[config.mk]
export PLATFORM = sky130hd
export DESIGN_NAME = pbus_seq
export DESIGN_NICKNAME = d
export VERILOG_FILES = /design/src/rtl/pbus_pkg.sv /design/src/rtl/pbus_phase_timer.sv /design/src/rtl/pbus_lane_drv.sv /design/src/rtl/pbus_fsm.sv /design/src/rtl/pbus_seq.sv
export SDC_FILE = /design/constraint.sdc
export NUM_CORES = 1
export LEC_CHECK = 0
export ABC_AREA = 1
export BUFFER_PORTS_ARGS = -buffer_cell sky130_fd_sc_hd__buf_2
export CORE_ASPECT_RATIO = 0.6
export CORE_MARGIN = 4
export CORE_UTILIZATION = 51
export CTS_CLUSTER_DIAMETER = 30
export DETAILED_ROUTE_END_ITERATION = 7
export GPL_ROUTABILITY_DRIVEN = 0
export PLACE_DENSITY = 0.9
export SYNTH_ARGS = -nofsm -noshare
export SYNTH_HDL_FRONTEND = slang
export SYNTH_SLANG_ARGS = --single-unit
[constraint.sdc]
create_clock -name clk -period 2.68 [get_ports clk]
set_input_delay 0.268 -clock clk [delete_from_list [all_inputs] [get_ports clk]]
set_output_delay 0.268 -clock clk [all_outputs]
set_load 0.02 [all_outputs]
[src/rtl/pbus_pkg.sv]
package pbus_pkg;
  localparam int PBUS_DW    = 16;
  localparam int PBUS_LANES = PBUS_DW / 8;

  typedef enum logic [2:0] {
    ST_IDLE,
    ST_SETUP,
    ST_STROBE,
    ST_HOLD,
    ST_DONE
  } pbus_state_e;
endpackage

[src/rtl/pbus_phase_timer.sv]
module pbus_phase_timer #(
  parameter int CW = 4
) (
  input  logic          clk,
  input  logic          rst_n,
  input  logic          load,
  input  logic [CW-1:0] len,
  output logic          last
);
  logic [CW-1:0] cnt_q;

  // load wins; otherwise count down to zero and rest there
  always_ff @(posedge clk or negedge rst_n) begin
    if (!rst_n)              cnt_q <= '0;
    else if (load)           cnt_q <= len - 1'b1;
    else if (cnt_q != '0)    cnt_q <= cnt_q - 1'b1;
  end

  assign last = (cnt_q == '0);
endmodule

[src/rtl/pbus_lane_drv.sv]
module pbus_lane_drv #(
  parameter int LANES = 2
) (
  input  logic [LANES-1:0]   be,
  input  logic [8*LANES-1:0] wdata,
  input  logic               strobe_en,
  input  logic               oe_en,
  output logic [LANES-1:0]   wr_str,
  output logic [8*LANES-1:0] dout
);
  for (genvar g = 0; g < LANES; g++) begin : g_lane
    assign wr_str[g]       = strobe_en & be[g];
    assign dout[8*g +: 8]  = (oe_en & be[g]) ? wdata[8*g +: 8] : 8'h00;
  end
endmodule

[src/rtl/pbus_fsm.sv]
module pbus_fsm
  import pbus_pkg::*;
#(
  parameter int SETUP_CYC  = 3,
  parameter int PULSE_CYC  = 4,
  parameter int RDWAIT_CYC = 5,
  parameter int HOLD_CYC   = 2,
  parameter int CW         = 4
) (
  input  logic        clk,
  input  logic        rst_n,
  input  logic        req_valid,
  input  logic        is_write,
  output pbus_state_e state,
  output logic        accept,
  output logic        cap_rd
);
  localparam logic [CW-1:0] L_SETUP = CW'(SETUP_CYC);
  localparam logic [CW-1:0] L_PULSE = CW'(PULSE_CYC);
  localparam logic [CW-1:0] L_RDWT  = CW'(RDWAIT_CYC);
  localparam logic [CW-1:0] L_HOLD  = CW'(HOLD_CYC);

  pbus_state_e   state_q, state_d;
  logic          tm_load, tm_last;
  logic [CW-1:0] tm_len;

  pbus_phase_timer #(.CW(CW)) u_timer (
    .clk  (clk),
    .rst_n(rst_n),
    .load (tm_load),
    .len  (tm_len),
    .last (tm_last)
  );

  always_comb begin
    state_d = state_q;
    tm_load = 1'b0;
    tm_len  = '0;
    unique case (state_q)
      ST_IDLE: if (req_valid) begin
        state_d = ST_SETUP; tm_load = 1'b1; tm_len = L_SETUP;
      end
      ST_SETUP: if (tm_last) begin
        state_d = ST_STROBE; tm_load = 1'b1;
        tm_len  = is_write ? L_PULSE : L_RDWT;
      end
      ST_STROBE: if (tm_last) begin
        state_d = ST_HOLD; tm_load = 1'b1; tm_len = L_HOLD;
      end
      ST_HOLD: if (tm_last) state_d = ST_DONE;
      ST_DONE: state_d = ST_IDLE;
      default: state_d = ST_IDLE;
    endcase
  end

  always_ff @(posedge clk or negedge rst_n) begin
    if (!rst_n) state_q <= ST_IDLE;
    else        state_q <= state_d;
  end

  assign state  = state_q;
  assign accept = (state_q == ST_IDLE) && req_valid;
  assign cap_rd = (state_q == ST_STROBE) && !is_write && tm_last;

  AST_DONE_TO_IDLE: assert property (@(posedge clk) disable iff (!rst_n)
    state_q == ST_DONE |=> state_q == ST_IDLE);
  AST_STROBE_FROM_SETUP: assert property (@(posedge clk) disable iff (!rst_n)
    (state_q == ST_STROBE && $past(state_q) != ST_STROBE) |-> $past(state_q) == ST_SETUP);
endmodule

[src/rtl/pbus_seq.sv]
module pbus_seq
  import pbus_pkg::*;
#(
  parameter int ADDR_W     = 14,
  parameter int SETUP_CYC  = 3,
  parameter int PULSE_CYC  = 4,
  parameter int RDWAIT_CYC = 5,
  parameter int HOLD_CYC   = 2
) (
  input  logic                  clk,
  input  logic                  rst_n,
  input  logic                  req_valid,
  output logic                  req_ready,
  input  logic [ADDR_W-1:0]     req_addr,
  input  logic [PBUS_DW-1:0]    req_wdata,
  input  logic                  req_write,
  input  logic [PBUS_LANES-1:0] req_be,
  output logic                  rsp_valid,
  output logic [PBUS_DW-1:0]    rsp_rdata,
  output logic                  bus_cs,
  output logic [ADDR_W-1:0]     bus_addr,
  output logic                  bus_rd,
  output logic                  bus_wrl,
  output logic                  bus_wrh,
  output logic [PBUS_DW-1:0]    bus_dout,
  output logic                  bus_doe,
  input  logic [PBUS_DW-1:0]    bus_din
);
  localparam int MAX_AB = (SETUP_CYC > PULSE_CYC) ? SETUP_CYC : PULSE_CYC;
  localparam int MAX_CD = (RDWAIT_CYC > HOLD_CYC) ? RDWAIT_CYC : HOLD_CYC;
  localparam int MAX_C  = (MAX_AB > MAX_CD) ? MAX_AB : MAX_CD;
  localparam int CW     = $clog2(MAX_C + 1);

  pbus_state_e               state;
  logic                      accept, cap_rd;
  logic [ADDR_W-1:0]         addr_q;
  logic [PBUS_DW-1:0]        wdata_q, rdata_q;
  logic                      wr_q;
  logic [PBUS_LANES-1:0]     be_q;
  logic [PBUS_LANES-1:0]     wr_str;
  logic                      in_txn, in_strobe;

  pbus_fsm #(
    .SETUP_CYC (SETUP_CYC),
    .PULSE_CYC (PULSE_CYC),
    .RDWAIT_CYC(RDWAIT_CYC),
    .HOLD_CYC  (HOLD_CYC),
    .CW        (CW)
  ) u_fsm (
    .clk      (clk),
    .rst_n    (rst_n),
    .req_valid(req_valid),
    .is_write (wr_q),
    .state    (state),
    .accept   (accept),
    .cap_rd   (cap_rd)
  );

  // request capture on acceptance
  always_ff @(posedge clk or negedge rst_n) begin
    if (!rst_n) begin
      addr_q  <= '0;
      wdata_q <= '0;
      wr_q    <= 1'b0;
      be_q    <= '0;
    end else if (accept) begin
      addr_q  <= req_addr;
      wdata_q <= req_wdata;
      wr_q    <= req_write;
      be_q    <= req_be;
    end
  end

  // full-word read capture on the last read-wait cycle
  always_ff @(posedge clk or negedge rst_n) begin
    if (!rst_n)      rdata_q <= '0;
    else if (cap_rd) rdata_q <= bus_din;
  end

  assign in_txn    = (state == ST_SETUP) || (state == ST_STROBE) || (state == ST_HOLD);
  assign in_strobe = (state == ST_STROBE);

  pbus_lane_drv #(.LANES(PBUS_LANES)) u_lanes (
    .be       (be_q),
    .wdata    (wdata_q),
    .strobe_en(in_strobe && wr_q),
    .oe_en    (in_txn && wr_q),
    .wr_str   (wr_str),
    .dout     (bus_dout)
  );

  assign req_ready = (state == ST_IDLE);
  assign rsp_valid = (state == ST_DONE);
  assign rsp_rdata = rdata_q;
  assign bus_cs    = in_txn;
  assign bus_addr  = addr_q;
  assign bus_rd    = in_strobe && !wr_q;
  assign bus_wrl   = wr_str[0];
  assign bus_wrh   = wr_str[PBUS_LANES-1];
  assign bus_doe   = in_txn && wr_q;

  AST_NO_RD_WR_MIX: assert property (@(posedge clk) disable iff (!rst_n)
    bus_cs |-> !(bus_rd && (bus_wrl || bus_wrh)));
  AST_STROBE_IN_CS: assert property (@(posedge clk) disable iff (!rst_n)
    (bus_rd || bus_wrl || bus_wrh) |-> bus_cs);
  AST_OE_CLEAR_ON_RD: assert property (@(posedge clk) disable iff (!rst_n)
    bus_rd |-> !bus_doe);
  AST_OE_RELEASED_EARLY: assert property (@(posedge clk) disable iff (!rst_n)
    $rose(bus_rd) |-> !$past(bus_doe));
  AST_READY_ONLY_IDLE: assert property (@(posedge clk) disable iff (!rst_n)
    req_ready |-> !bus_cs);
  AST_RSP_SINGLE: assert property (@(posedge clk) disable iff (!rst_n)
    rsp_valid |=> !rsp_valid);
  AST_CS_GAP: assert property (@(posedge clk) disable iff (!rst_n)
    $fell(bus_cs) |=> !bus_cs);
  AST_ADDR_STABLE: assert property (@(posedge clk) disable iff (!rst_n)
    (bus_cs && $past(bus_cs)) |-> $stable(bus_addr));
endmodule

==> flow_summary_export.csv <==
group,metric,value,unit
run_status,status,"complete, no violations",
logic_synthesis,syn_nets,343,
hold_path,hold_class,"in2reg",
power,finalPower,3.78,mW
sta,grt_setup_unrepaired,"no",
sta,fmax,443,MHz
worst_setup_path,timing.rr.start,"u_fsm.state[0]",
floorplanning,core_area,4560,µm²
worst_setup_path,critPathLaunchType,"flop",
power,power_frac_comb,0.463,
routing,drt-initial-drc-count,135,
power,p_sw,1.68,mW
worst_setup_path,end_kind,"primary output",
global_route,grt_max_degree,33,
routing,first_pass_iters,5,
sta,skew,4.16,ps
run,maxCapViolCount,0,
layout,nets,446,
logic_synthesis,yosysSeqAreaShare,0.573,
cts,htreeDepth,2,
power,p_sw_frac,0.444,
sta,final-setup-viol-count,0,
routing,dr_wl_met2,2350,µm
floorplanning,num_rows,19,
worst_setup_path,reg2reg_slack,610,ps
cts,cts_tree,"built",
power,p_int,2.10,mW
layout,final_cells,457,
sta,tns,0,ps
logic_synthesis,synth_cell_types,19,
cts,insertion_delay,300,ps
placement,dp_cells,448,
routing,detail_route.vias_per_cell,4.69,
layout,antenna_cells,0,
worst_setup_path,cp.required,2410,ps
hold_path,worstHoldStart,"req_addr[4]",
power,leakage,1.83,nW
hold_path,holdPathEnd,"bus_addr[4]",
global_route,antenna_found_initial,0,
layout,area_delta_synth_final,28.2,%
routing,drc,0,
sta,hold-worst-slack,153,ps
worst_setup_path,critPathMaxFanout,20,
global_route,grt.overflow.total,0,
worst_setup_path,r2r-end,"u_fsm.u_timer.cnt_q[1]",
layout,drive_above_1_share,0.307,
global_route,grt_pass1_vias,1830,
logic_synthesis,yosys_warnings,0,
worst_setup_path,r2r_cells,8,
placement,place_hpwl,4170,µm
routing,highest_layer,"met4",
sta,drv_slew,0,
routing,m1WireLength,2590,µm
cts,cts_num_sinks,55,
sta,timing.final.crit_share,0.843,
global_route,grt_first_pass_wirelength,8410,µm
worst_setup_path,arrival,1990,ps
routing,postRouteWirelength,5570,µm
power,pwr_density_cell,1230,nW/µm²
sta,hold_viol,0,
sta,period_needed,2260,ps
cts,cts_buffers,5,
cts,cts_buffer_depth,2,
logic_synthesis,syn_area,2400,µm²
sta,worst_pin_slew,695,ps
routing,route.met3.wl,566,µm
power,pwr-share-clk,0.152,
cts,ctsResizeCount,0,
global_route,grt.total_usage,0.190,
floorplanning,io_pins,105,
routing,wl_per_cell,12.2,µm
worst_setup_path,critPathKind,"reg2out",
floorplanning,die_x,96.6,µm
floorplanning,initial_core_util,0.526,
power,seqPwrFrac,0.385,
routing,vias,2144,
sta,slew_headroom,0.536,
cts,path_clk_slew,90,ps
power,vdd_drop_max,0.000728,V
logic_synthesis,synthCells,290,
logic_synthesis,synth_area_per_cell,8.28,µm²
floorplanning,die_y,61.2,µm
hold_path,hold_path_depth,3,
placement,io_buffers,104,
routing,postRouteAntennaNets,0,
cts,cts.root.buffer_cell,"clkbuf_8",
floorplanning,die-area,5910,µm²
logic_synthesis,ys_seq_elements,55,
-- registers in the layout, indices dropped and copies added (netlist names) --
register and flops:
rsp_rdata 16, wdata_q 16, bus_addr 14, be_q 2, u_fsm.u_timer.cnt_q 3, wr_q 1
u_fsm.state 3
-- critical path: stages (launching register included) --
cell and delay [ps]:
dfrtp_1 380, inv_1 310, nor3_2 390, nand2_1 260, nor2_1 170, buf_2 180
-- cell type report --
| cell class | count | area [µm²] |
|---|---|---|
| sequential | 55 | 1380 |
| inverter | 29 | 109 |
| clock inverter | 2 | 38.8 |
| clock buffer | 6 | 82.6 |
| timing repair buffer | 107 | 546 |
| tap | 63 | 78.8 |
| fill | 414 | 1490 |
| multi-input combinational | 195 | 848 |
-- worst max path at each step --
stage	start	endpoint	slack (ps)	cells past startpoint
2_1_floorplan	u_fsm.state[0]	bus_dout[0]	970	4
3_3_place_gp	u_fsm.state[0]	u_fsm.u_timer.cnt_q[1]	680	8
3_5_place_dp	u_fsm.state[0]	u_fsm.u_timer.cnt_q[1]	650	8
4_1_cts	wr_q	bus_dout[12]	380	5
5_1_grt	wr_q	bus_dout[6]	240	5
6_report	wr_q	bus_dout[6]	420	5
-- synth_stat cells --
library cell  count  area, µm²
nor2_1           27        101
dfrtp_1          55       1380
buf_6             1       11.3
nand2_4           2       22.5
nand2_1         120        450
o21ai_0          17       85.1
nor3_1            3       15.0
buf_4             3       22.5
inv_2             1       3.75
nor3b_1           2       15.0
clkbuf_1          1       3.75
inv_1            28        105
nor3_2            1       10.0
nand3_1          19       95.1
nand3_2           1       10.0
buf_2             6       30.0
nor2_8            1       20.0
nor2_4            1       11.3
ha_1              1       12.5
-- per-stage QoR --
stage               instance area, µm²  worst slack [ps]  utilization
detailed placement                2950               653        0.646
finish                            3080               421        0.675
global placement                  2950               681        0.646
CTS                               3080               377        0.675
floorplan                         2400               972            -
global route                      3080               242        0.675
-- routing by layer --
metal,vias up,GRT usage
met1,956,0.274
met5,-,0
li1,1086,-
met2,96,0.278
met4,0,0.0818
met3,6,0.0452
-- power groups by stage --
stage	registers (mW)	logic [mW]	clock network, mW
3_5_place_dp	1.46	1.76	0
2_1_floorplan	1.71	0.969	0
6_report	1.45	1.75	0.573
5_1_grt	1.50	1.95	0.627
4_1_cts	1.46	1.77	0.590
3_3_place_gp	1.45	1.72	0
-- timing repair --
item	4_1_cts	5_1_grt
setup buffers	0	0
endpoints found under the hold margin	28	0
hold buffers	1	0
-- cell usage in the layout (no fill, tap or decap) --
cell,n
nor3_2,1
clkbuf_8,6
nor3b_1,2
inv_1,28
nor3_1,3
inv_2,1
nand2_4,2
nand3_2,1
buf_4,2
inv_6,1
dfrtp_1,55
o21ai_0,17
nor2_1,27
nor2_8,1
dlygate4sd3_1,1
nor2_4,1
bufinv_16,1
buf_2,104
nand3_1,19
ha_1,1
nand2_1,120
-- logic make-up after synthesis --
family | share of synthesized area
flops | 0.573
buf+inv | 0.0735
simple gates | 0.313
fa+ha+maj | 0.00521
compound gates | 0.0354
No activity file was read; power rests on OpenSTA's default activity.
